**config.mk**
```make
export PLATFORM = sky130hd
export DESIGN_NAME = flash_seq_ctrl
export DESIGN_NICKNAME = d
export VERILOG_FILES = /design/src/rtl/flash_seq_pkg.sv /design/src/rtl/fseq_bus_decode.sv /design/src/rtl/fseq_timer.sv /design/src/rtl/fseq_ctrl_reg.sv /design/src/rtl/fseq_fsm.sv /design/src/rtl/flash_seq_ctrl.sv
export SDC_FILE = /design/constraint.sdc
export NUM_CORES = 1
export LEC_CHECK = 0
export ABC_AREA = 1
export ABC_CLOCK_PERIOD_IN_PS = 2000
export BUFFER_PORTS_ARGS = -buffer_cell sky130_fd_sc_hd__buf_2
export CORE_MARGIN = 2
export CORE_UTILIZATION = 30
export CTS_CLUSTER_DIAMETER = 100
export DETAILED_ROUTE_END_ITERATION = 8
export PLACE_DENSITY_LB_ADDON = 0.1
export SLEW_MARGIN = 20
export SYNTH_ARGS = -nofsm -noshare
export SYNTH_HDL_FRONTEND = slang
export SYNTH_SLANG_ARGS = --single-unit
```
**constraint.sdc**
```tcl
create_clock -name clk_i -period 2 [get_ports clk_i]
set_input_delay 0.1 -clock clk_i [delete_from_list [all_inputs] [get_ports clk_i]]
set_output_delay 0.1 -clock clk_i [all_outputs]
set_load 0.02 [all_outputs]
```
**src/rtl/flash_seq_pkg.sv**
```systemverilog
package flash_seq_pkg;
  typedef enum logic [2:0] {
    ST_IDLE, ST_MODE_SET, ST_PROT_READ, ST_ADDR_LATCHED,
    ST_NVS_WAIT, ST_HV_READY, ST_ERASING
  } seq_state_e;

  typedef struct packed {
    logic hven;
    logic mass;
    logic erase;
    logic pgm;
  } ctrl_bits_t;

  localparam int CTRL_W = 4;
  localparam int PAGE_LSB = 6;
endpackage

```
**src/rtl/fseq_bus_decode.sv**
```systemverilog
module fseq_bus_decode #(
  parameter int               ADDR_W    = 16,
  parameter logic [ADDR_W-1:0] CTRL_ADDR = 'hFE08,
  parameter logic [ADDR_W-1:0] PROT_ADDR = 'hFE09,
  parameter logic [ADDR_W-1:0] USER_LO   = 'hDC00,
  parameter logic [ADDR_W-1:0] USER_HI   = 'hFBFF,
  parameter logic [ADDR_W-1:0] VEC_LO    = 'hFFDC,
  parameter logic [ADDR_W-1:0] VEC_HI    = 'hFFFF
) (
  input  logic [ADDR_W-1:0] addr_i,
  input  logic              wr_i,
  input  logic              rd_i,
  input  logic              page_erase_i,
  output logic              ctrl_wr_o,
  output logic              ctrl_rd_o,
  output logic              prot_rd_o,
  output logic              flash_ok_o
);
  logic in_user, in_vec;

  assign in_user    = (addr_i >= USER_LO) && (addr_i <= USER_HI);
  assign in_vec     = (addr_i >= VEC_LO) && (addr_i <= VEC_HI);
  assign ctrl_wr_o  = wr_i && (addr_i == CTRL_ADDR);
  assign ctrl_rd_o  = rd_i && (addr_i == CTRL_ADDR);
  assign prot_rd_o  = rd_i && (addr_i == PROT_ADDR);
  // vector page is never a page-erase target
  assign flash_ok_o = wr_i && (in_user || (in_vec && !page_erase_i));
endmodule

```
**src/rtl/fseq_timer.sv**
```systemverilog
module fseq_timer #(
  parameter int CNT_W = 8
) (
  input  logic             clk_i,
  input  logic             rst_ni,
  input  logic             load_i,
  input  logic [CNT_W-1:0] load_val_i,
  output logic             zero_o
);
  logic [CNT_W-1:0] cnt_q;

  always_ff @(posedge clk_i or negedge rst_ni) begin
    if (!rst_ni)              cnt_q <= '0;
    else if (load_i)          cnt_q <= load_val_i;
    else if (cnt_q != '0)     cnt_q <= cnt_q - 1'b1;
  end

  assign zero_o = (cnt_q == '0);
endmodule

```
**src/rtl/fseq_ctrl_reg.sv**
```systemverilog
module fseq_ctrl_reg
  import flash_seq_pkg::*;
(
  input  logic              clk_i,
  input  logic              rst_ni,
  input  logic              wr_i,
  input  logic [CTRL_W-1:0] wdata_i,
  input  logic              hv_ready_i,
  output ctrl_bits_t        q_o,
  output ctrl_bits_t        nx_o,
  output logic              hv_attempt_o,
  output logic              mass_chg_o
);
  ctrl_bits_t q_q, d, nx;
  logic blocked;

  always_comb begin
    d       = ctrl_bits_t'(wdata_i);
    nx      = q_q;
    blocked = (d.pgm && d.erase) || (d.pgm && q_q.erase) || (d.erase && q_q.pgm);
    if (wr_i) begin
      nx.pgm   = blocked ? q_q.pgm   : d.pgm;
      nx.erase = blocked ? q_q.erase : d.erase;
      nx.mass  = d.mass;
      nx.hven  = d.hven && (nx.pgm || nx.erase) && (nx.mass == q_q.mass)
                 && (q_q.hven || hv_ready_i);
    end
  end

  always_ff @(posedge clk_i or negedge rst_ni) begin
    if (!rst_ni) q_q <= '0;
    else         q_q <= nx;
  end

  assign q_o          = q_q;
  assign nx_o         = nx;
  assign hv_attempt_o = wr_i && d.hven && !q_q.hven;
  assign mass_chg_o   = wr_i && (d.mass != q_q.mass);

  AST_MODES_EXCLUSIVE: assert property (@(posedge clk_i) disable iff (!rst_ni)
    !(q_q.erase && q_q.pgm));
  AST_HV_NEEDS_MODE: assert property (@(posedge clk_i) disable iff (!rst_ni)
    q_q.hven |-> (q_q.erase || q_q.pgm));
  AST_HV_RISE_READY: assert property (@(posedge clk_i) disable iff (!rst_ni)
    $rose(q_q.hven) |-> $past(hv_ready_i));
endmodule

```
**src/rtl/fseq_fsm.sv**
```systemverilog
module fseq_fsm
  import flash_seq_pkg::*;
#(
  parameter int ADDR_W   = 16,
  parameter int CNT_W    = 8,
  parameter int NVS_CYC  = 10,
  parameter int ERASE_CYC = 100
) (
  input  logic              clk_i,
  input  logic              rst_ni,
  input  logic [ADDR_W-1:0] addr_i,
  input  ctrl_bits_t        q_i,
  input  ctrl_bits_t        nx_i,
  input  logic              ctrl_wr_i,
  input  logic              hv_attempt_i,
  input  logic              mass_chg_i,
  input  logic              prot_rd_i,
  input  logic              flash_ok_i,
  input  logic              zero_i,
  output logic              tmr_load_o,
  output logic [CNT_W-1:0]  tmr_val_o,
  output logic              hv_ready_o,
  output logic [ADDR_W-1:0] page_addr_o,
  output logic              done_o,
  output logic              aborted_o
);
  localparam logic [CNT_W-1:0] NVS_LD   = CNT_W'(NVS_CYC - 1);
  localparam logic [CNT_W-1:0] ERASE_LD = CNT_W'(ERASE_CYC - 1);

  seq_state_e state_q, state_d;
  logic [ADDR_W-1:0] page_q;
  logic done_flag_q, done_q, abort_q;
  logic mode_nx, step_evt, latch, done_hit, abort_hit;

  assign mode_nx    = nx_i.erase || nx_i.pgm;
  assign step_evt   = prot_rd_i || flash_ok_i || hv_attempt_i || mass_chg_i;
  assign hv_ready_o = (state_q == ST_HV_READY) || (state_q == ST_NVS_WAIT && zero_i);
  assign latch      = (state_q == ST_PROT_READ) && flash_ok_i && mode_nx;
  assign done_hit   = (state_q == ST_ERASING) && zero_i && q_i.hven && nx_i.hven
                      && q_i.erase && !done_flag_q;
  assign abort_hit  = (state_q == ST_ERASING) && q_i.erase && !done_flag_q
                      && ctrl_wr_i && !nx_i.hven;

  always_comb begin
    state_d    = state_q;
    tmr_load_o = 1'b0;
    tmr_val_o  = NVS_LD;
    if (!mode_nx) begin
      state_d = ST_IDLE;
    end else begin
      unique case (state_q)
        ST_IDLE:     state_d = ST_MODE_SET;
        ST_MODE_SET: if (prot_rd_i) state_d = ST_PROT_READ;
        ST_PROT_READ: begin
          if (hv_attempt_i || mass_chg_i) state_d = ST_MODE_SET;
          else if (flash_ok_i)            state_d = ST_ADDR_LATCHED;
        end
        ST_ADDR_LATCHED: begin
          if (step_evt) state_d = ST_MODE_SET;
          else begin
            state_d    = ST_NVS_WAIT;
            tmr_load_o = 1'b1;
          end
        end
        ST_NVS_WAIT: begin
          if (zero_i && nx_i.hven) begin
            state_d    = ST_ERASING;
            tmr_load_o = 1'b1;
            tmr_val_o  = ERASE_LD;
          end else if (step_evt) state_d = ST_MODE_SET;
          else if (zero_i)       state_d = ST_HV_READY;
        end
        ST_HV_READY: begin
          if (nx_i.hven) begin
            state_d    = ST_ERASING;
            tmr_load_o = 1'b1;
            tmr_val_o  = ERASE_LD;
          end else if (step_evt) state_d = ST_MODE_SET;
        end
        ST_ERASING: if (!nx_i.hven) state_d = ST_MODE_SET;
        default:    state_d = ST_IDLE;
      endcase
    end
  end

  always_ff @(posedge clk_i or negedge rst_ni) begin
    if (!rst_ni) begin
      state_q     <= ST_IDLE;
      page_q      <= '0;
      done_flag_q <= 1'b0;
      done_q      <= 1'b0;
      abort_q     <= 1'b0;
    end else begin
      state_q <= state_d;
      if (latch) page_q <= {addr_i[ADDR_W-1:PAGE_LSB], {PAGE_LSB{1'b0}}};
      done_q  <= done_hit;
      abort_q <= abort_hit;
      if (state_d != ST_ERASING) done_flag_q <= 1'b0;
      else if (done_hit)         done_flag_q <= 1'b1;
    end
  end

  assign page_addr_o = page_q;
  assign done_o      = done_q;
  assign aborted_o   = abort_q;

  AST_DONE_NEEDS_HV: assert property (@(posedge clk_i) disable iff (!rst_ni)
    done_q |-> $past(q_i.hven));
  AST_ABORT_HV_LOW: assert property (@(posedge clk_i) disable iff (!rst_ni)
    abort_q |-> !q_i.hven);
  AST_PAGE_ON_WRITE: assert property (@(posedge clk_i) disable iff (!rst_ni)
    !$stable(page_q) |-> $past(flash_ok_i));
  AST_DONE_XOR_ABORT: assert property (@(posedge clk_i) disable iff (!rst_ni)
    !(done_q && abort_q));
endmodule

```
**src/rtl/flash_seq_ctrl.sv**
```systemverilog
module flash_seq_ctrl
  import flash_seq_pkg::*;
#(
  parameter int               ADDR_W    = 16,
  parameter logic [ADDR_W-1:0] CTRL_ADDR = 'hFE08,
  parameter logic [ADDR_W-1:0] PROT_ADDR = 'hFE09,
  parameter logic [ADDR_W-1:0] USER_LO   = 'hDC00,
  parameter logic [ADDR_W-1:0] USER_HI   = 'hFBFF,
  parameter logic [ADDR_W-1:0] VEC_LO    = 'hFFDC,
  parameter logic [ADDR_W-1:0] VEC_HI    = 'hFFFF,
  parameter int               CLK_KHZ   = 200000,
  parameter int               NVS_US    = 10,
  parameter int               ERASE_US  = 4000
) (
  input  logic              clk_i,
  input  logic              rst_ni,
  input  logic [ADDR_W-1:0] addr_i,
  input  logic [7:0]        wdata_i,
  input  logic              wr_i,
  input  logic              rd_i,
  output logic [7:0]        rdata_o,
  output logic              hv_en_o,
  output logic              erase_mode_o,
  output logic              prog_mode_o,
  output logic              mass_o,
  output logic [ADDR_W-1:0] page_addr_o,
  output logic              erase_done_o,
  output logic              erase_aborted_o
);
  localparam int NVS_RAW   = (CLK_KHZ * NVS_US) / 1000;
  localparam int ERASE_RAW = (CLK_KHZ * ERASE_US) / 1000;
  localparam int NVS_CYC   = (NVS_RAW < 1) ? 1 : NVS_RAW;
  localparam int ERASE_CYC = (ERASE_RAW < 1) ? 1 : ERASE_RAW;
  localparam int CNT_W     = $clog2(ERASE_CYC + 1);

  ctrl_bits_t ctrl_q, ctrl_nx;
  logic ctrl_wr, ctrl_rd, prot_rd, flash_ok;
  logic hv_attempt, mass_chg, hv_ready, tmr_load, tmr_zero;
  logic [CNT_W-1:0] tmr_val;
  logic unused_wdata_hi;

  assign unused_wdata_hi = ^wdata_i[7:CTRL_W];

  fseq_bus_decode #(
    .ADDR_W(ADDR_W), .CTRL_ADDR(CTRL_ADDR), .PROT_ADDR(PROT_ADDR),
    .USER_LO(USER_LO), .USER_HI(USER_HI), .VEC_LO(VEC_LO), .VEC_HI(VEC_HI)
  ) i_decode (
    .addr_i       (addr_i),
    .wr_i         (wr_i),
    .rd_i         (rd_i),
    .page_erase_i (ctrl_q.erase && !ctrl_q.mass),
    .ctrl_wr_o    (ctrl_wr),
    .ctrl_rd_o    (ctrl_rd),
    .prot_rd_o    (prot_rd),
    .flash_ok_o   (flash_ok)
  );

  fseq_ctrl_reg i_reg (
    .clk_i        (clk_i),
    .rst_ni       (rst_ni),
    .wr_i         (ctrl_wr),
    .wdata_i      (wdata_i[CTRL_W-1:0]),
    .hv_ready_i   (hv_ready),
    .q_o          (ctrl_q),
    .nx_o         (ctrl_nx),
    .hv_attempt_o (hv_attempt),
    .mass_chg_o   (mass_chg)
  );

  fseq_timer #(.CNT_W(CNT_W)) i_timer (
    .clk_i      (clk_i),
    .rst_ni     (rst_ni),
    .load_i     (tmr_load),
    .load_val_i (tmr_val),
    .zero_o     (tmr_zero)
  );

  fseq_fsm #(
    .ADDR_W(ADDR_W), .CNT_W(CNT_W), .NVS_CYC(NVS_CYC), .ERASE_CYC(ERASE_CYC)
  ) i_fsm (
    .clk_i        (clk_i),
    .rst_ni       (rst_ni),
    .addr_i       (addr_i),
    .q_i          (ctrl_q),
    .nx_i         (ctrl_nx),
    .ctrl_wr_i    (ctrl_wr),
    .hv_attempt_i (hv_attempt),
    .mass_chg_i   (mass_chg),
    .prot_rd_i    (prot_rd),
    .flash_ok_i   (flash_ok),
    .zero_i       (tmr_zero),
    .tmr_load_o   (tmr_load),
    .tmr_val_o    (tmr_val),
    .hv_ready_o   (hv_ready),
    .page_addr_o  (page_addr_o),
    .done_o       (erase_done_o),
    .aborted_o    (erase_aborted_o)
  );

  assign rdata_o      = ctrl_rd ? {{(8-CTRL_W){1'b0}}, ctrl_q} : 8'h00;
  assign hv_en_o      = ctrl_q.hven;
  assign erase_mode_o = ctrl_q.erase;
  assign prog_mode_o  = ctrl_q.pgm;
  assign mass_o       = ctrl_q.mass && ctrl_q.erase;

  AST_HV_OUT_MODE: assert property (@(posedge clk_i) disable iff (!rst_ni)
    hv_en_o |-> (erase_mode_o ^ prog_mode_o));
endmodule

```
; After elaboration in Yosys (flattened, before gate mapping)
; Cells that the tools add are included.
[op_classes]
addsub = 1
magnitude_cmp = 4
n_eq_ne = 11
n_mux = 29
n_reduce_logical = 52
[ops]
columns = op, count
row1 = $mux W20, 5
row2 = $pmux W20 S2, 1
row3 = $mux W3, 11
row4 = $eq A16 B16 Y1 const B, 2
row5 = $ge A16 B16 Y1 const B, 2
row6 = $le A16 B16 Y1 const B, 2
row7 = $logic_and A1 B1 Y1, 31
row8 = $pmux W3 S7, 1
row9 = $logic_not A20 Y1, 1
row10 = $reduce_bool A20 Y1, 1
row11 = $sub A20 B1 Y20 const B, 1
row12 = $logic_or A1 B1 Y1, 11
row13 = $eq A3 B3 Y1 const B, 3
row14 = $mux W1, 8
row15 = $mux W4, 2
row16 = $eq A3 B2 Y1 const B, 2
row17 = $logic_not A1 Y1, 5
row18 = $reduce_bool A2 Y1, 2
row19 = $eq A3 B1 Y1 const B, 1
row20 = $logic_not A3 Y1, 1
row21 = $ne A3 B3 Y1 const B, 1
row22 = $pmux W1 S3, 1
row23 = $eq A1 B1 Y1, 1
row24 = $ne A1 B1 Y1, 1
[word_totals]
register_bits = 40
in_bits = 28
out_inout_bits = 30
word_cells = 107

; Logic depth before layout (Yosys ltp)
[logic_depth]
word_depth = 15
ltp_mapped = 16

; By module
; A second synthesis with hierarchy kept.
[unflattened]
cells_unflattened = 441
hier_area_um2 = 2955.3
[modules_own_cells]
columns = module, instances, cells_per_inst, area_per_inst_um2, seq_area_each_um2
row1 = fseq_timer, 1, 209, 1390.1, 500.5
row2 = fseq_fsm, 1, 146, 1088.5, 400.4
row3 = fseq_ctrl_reg, 1, 28, 209.0, 100.1
row4 = fseq_bus_decode, 1, 41, 186.4, 0.0
row5 = flash_seq_ctrl, 1, 17, 81.3, 0.0

; Worst setup path before layout
; OpenSTA, ideal clock, no wires.
[synth_timing]
path_kind = register -> register
startpoint = register i_timer.cnt_q[0]
endpoint = register i_timer.cnt_q[15]
arrival_time_ps = 1629
required_time_ps = 1865
path_slack_ps = 235
path_stages_with_launch = 16
path_buffers = 0
synth_period_minus_slack_ps = 1765
path_cell_list = dfrtp_1 > inv_1 > ha_1 > nand3_2 > nor2_2 > nand3_2 > nand2_2 > nand2_1 > nand2_2 > nand2_4 > inv_4 > nand2_1 > nand2_2 > nand2_4 > inv_2 > nor3_2
[synth_lines]
columns = element, line_no
row1 = from (decl), fseq_timer.sv:10  ; logic [CNT_W-1:0] cnt_q;
row2 = from (signal assigned), fseq_timer.sv:14  ; else if (load_i) cnt_q <= load_val_i;
row3 = from (signal assigned), fseq_timer.sv:15  ; else if (cnt_q != '0) cnt_q <= cnt_q - 1'b1;

==> flow_summary_export.csv <==
group,metric,value,unit
setup_path,cp_top_family,"simple AND/OR/NAND/NOR gates",
power,power.internal,1.28,mW
timing,period_share,91.7,%
finish,num-fill-cells,927,
yosys,syn_area,2630,um2
placement,portBuffers,43,
yosys,yosysSeqAreaShare,38.1,%
floorplanning,die-width,97.6,um
finish,synthToLayoutAreaGrowth,28.5,%
clocking,cts_tree,"built",
power,powerDensity,485,nW/um2
setup_path,end_kind,"flip-flop",
global_routing,antenna_found_initial,0,
power,p_clk_share,44.7,%
floorplanning,start_util,30.6,%
power,p_leak,1.62,nW
power,p_sw_share,22.0,%
timing,final-setup-viol-count,0,
setup_path,worst-r2r-cell-count,14,
hold_path,hp-start,"wdata_i[2]",
power,switching_power,361,uW
finish,regArea,1000,um2
setup_path,ff2ff_setup_slack,170,ps
setup_path,crit_path_cell_trace,"nor2_4 > nand3_2 > nor2_4 > nand3_2 > nand2_2 > nand2_2 > nand2_4 > nand2_4 > inv_4 > nand2_1 > nand2_2 > nand2_4 > buf_4 > o21ai_0",
setup_path,max_stage_delay,440,ps
outcome,outcome,"completed",
timing,slew_headroom,64.7,%
yosys,synth-warning-count,0,
timing,hold_viol,0,
timing,slew_violations,0,
clocking,clock_latency,290,ps
timing,min_period,1830,ps
finish,layout-drive-gt1-share,34.1,%
floorplanning,ios,58,
placement,place_area,3050,um2
drt,wl_per_cell,11.9,um
hold_path,hold_end,"i_reg.q_o[2]$_DFFE_PN0N_",
yosys,syn_area_per_cell,7.58,um2
power,p_total,1.64,mW
clocking,numCtsBuffers,5,
placement,place_inst,512,
floorplanning,design.core.area,8590,um2
yosys,synth_top_area_share,38.1,%
finish,final_nets,454,
yosys,yosysTopAreaCell,"dfrtp_1",
drt,drt_pass1_iterations,6,
setup_path,cp_data_arrival_time,2050,ps
drt,drt_iter0_markers,111,
setup_path,worst_setup_path_start_kind,"flip-flop",
setup_path,critPathRequiredTime,2220,ps
floorplanning,dieHeight,97.6,um
power,irDropWorstVdd,198,uV
placement,dp_slack,38.0,ps
finish,final_cells,533,
floorplanning,die-area,9530,um2
yosys,yosys-top-cells-area,"dfrtp_1 (38%), nand2_1 (11%), inv_1 (6.9%)",
global_routing,grt_pass1_wl,10.8,mm
drt,ant_nets,0,
clocking,cts-root-buf,"clkbuf_8",
setup_path,r2r_end,"i_timer.cnt_q[7]$_DFFE_PN0P_",
placement,routabilityCongestion,0.833,
global_routing,grt_overflow,0,
power,combPwrFrac,6.1,%
finish,stdcell_area,3380,um2
setup_path,worst-path-max-fanout,8,
clocking,htreeDepth,2,
timing,worstMarginPinSlew,529,ps
yosys,postSynthCellCount,347,
yosys,ys_ff_latch,40,
drt,drc,0,
timing,setup_ws,166,ps
setup_path,r2r_start,"i_timer.cnt_q[16]$_DFFE_PN0P_",
timing,fmax,0.545,GHz
hold_path,min_delay_path_depth,3,
global_routing,grt_pass1_vias,2220,
clocking,cts_max_path_buffers,2,
placement,place_hpwl,4.94,mm
finish,multi_input_area,1480,um2
finish,mostFrequentLayoutCell,"nand2_1",
clocking,clock_sinks,40,
clocking,cts.clk_slew.worst_paths,80,ps
drt,post_drt_via_cell_ratio,4.44,
drt,vias,2369,
global_routing,grt.total_usage,14.1,%
setup_path,cp_num_buf_inv,2,
timing,finClkSkew,2.34,ps
finish,num_antenna_cells,0,
setup_path,crit_slowest_cell,"dfrtp_2",
floorplanning,rows,34,
job,drv_cap,0,
finish,mostFrequentLayoutCells,"nand2_1 (76), inv_1 (45), buf_2 (43)",
setup_path,worst-setup-path-type,"reg -> reg",
hold_path,hold_class,"in -> reg",
global_routing,grt_max_degree,41,
drt,routed_wl,6.33,mm
yosys,synth_cell_types,33,
power,power_frac_seq,49.3,%
registers in the layout, indices dropped and copies added, names as in the netlist:
signal / cells
i_timer.cnt_q: 20
i_fsm.page_addr_o: 10
i_reg.q_o: 4
i_fsm.state_q: 3
i_fsm.aborted_o: 1
i_fsm.done_flag_q: 1
i_fsm.done_o: 1
cell usage after synthesis:
master,number
nand2_1,79
ha_1,2
a21oi_1,2
buf_4,10
o211ai_1,1
nand2_4,3
nand2_2,6
inv_2,2
nor2_1,44
inv_4,1
nor2_4,4
o21ai_2,8
xnor2_1,5
a31o_2,2
nand4_1,5
nor2_2,8
o21ai_0,16
nand4_4,2
nand3_1,18
or2_2,2
nor4_2,2
nand3_2,6
conb_1,1
nor4_1,3
clkinv_1,1
inv_1,48
nor3_2,1
dfrtp_1,40
nor3_1,10
buf_6,1
o21ai_1,1
xor2_1,12
o21bai_1,1
tightest hold or removal path, cell delays in order:
cell and delay, ps:
buf_2 100, nand2_1 50, o21ai_0 60
final cells by class:
cell class | count | share of cell area [%]
Clock buffer | 7 | 2.85
Sequential cell | 40 | 29.7
Multi-Input combinational cell | 253 | 43.8
Clock inverter | 1 | 0.889
Tap cell | 108 | 4.00
Timing Repair Buffer | 72 | 12.9
Inverter | 52 | 5.85
what timing repair did:
item	CTS	global route
endpoints found under the hold margin	40	0
resized for setup	0	30
setup buffers	0	12
hold buffers	1	0
endpoints found under the setup margin	0	22
how the worst max path moves through the flow:
stage / startpoint / to / slack, ps / cells past startpoint
detailed placement: i_timer.cnt_q[19]$_DFFE_PN0P_ / i_timer.cnt_q[14]$_DFFE_PN0P_ / 40 / 14
global placement: i_timer.cnt_q[19]$_DFFE_PN0P_ / i_timer.cnt_q[14]$_DFFE_PN0P_ / 80 / 14
finish: i_timer.cnt_q[16]$_DFFE_PN0P_ / i_timer.cnt_q[7]$_DFFE_PN0P_ / 170 / 14
global route: i_timer.cnt_q[1]$_DFFE_PN0P_ / i_timer.cnt_q[12]$_DFFE_PN0P_ / -4 / 11
CTS: i_timer.cnt_q[19]$_DFFE_PN0P_ / i_timer.cnt_q[14]$_DFFE_PN0P_ / 20 / 14
floorplan: i_timer.cnt_q[0]$_DFFE_PN0P_ / i_timer.cnt_q[15]$_DFFE_PN0P_ / 240 / 15
metal layers:
| layer | GRT usage, % | wire length, um | vias to the layer above |
|---|---|---|---|
| met5 | 0 | 0 | - |
| met4 | 4.17 | 78 | 0 |
| met3 | 2.66 | 222 | 7 |
| met2 | 21.7 | 2870 | 41 |
| met1 | 20.2 | 3150 | 1095 |
| li1 | - | - | 1226 |
per-stage QoR:
step                setup TNS, ps  hold WS [ps]  utilization (%)
CTS                             0          42.8             37.0
finish                          0          47.1             39.3
global placement                0           201             35.5
global route                -5.83          45.2             39.3
detailed placement              0           212             35.5
floorplan                       0          -196                -
kinds of logic after synthesis:
logic type	Yosys count	share of synthesized area, %
other cells	1	0.143
flops	40	38.1
fa+ha+maj	2	0.952
simple gates	193	36.8
xor+xnor	17	5.66
compound gates	31	7.52
buf+inv	63	10.8
power by group through the flow:
stage | Combinational [mW] | Sequential (mW) | Clock (mW)
6_report | 0.0993 | 0.808 | 0.733
2_1_floorplan | 0.0592 | 0.824 | 0
4_1_cts | 0.102 | 0.808 | 0.762
3_5_place_dp | 0.0998 | 0.824 | 0
5_1_grt | 0.114 | 0.808 | 0.795
3_3_place_gp | 0.0983 | 0.824 | 0
No activity file was read; power rests on OpenSTA's default activity.
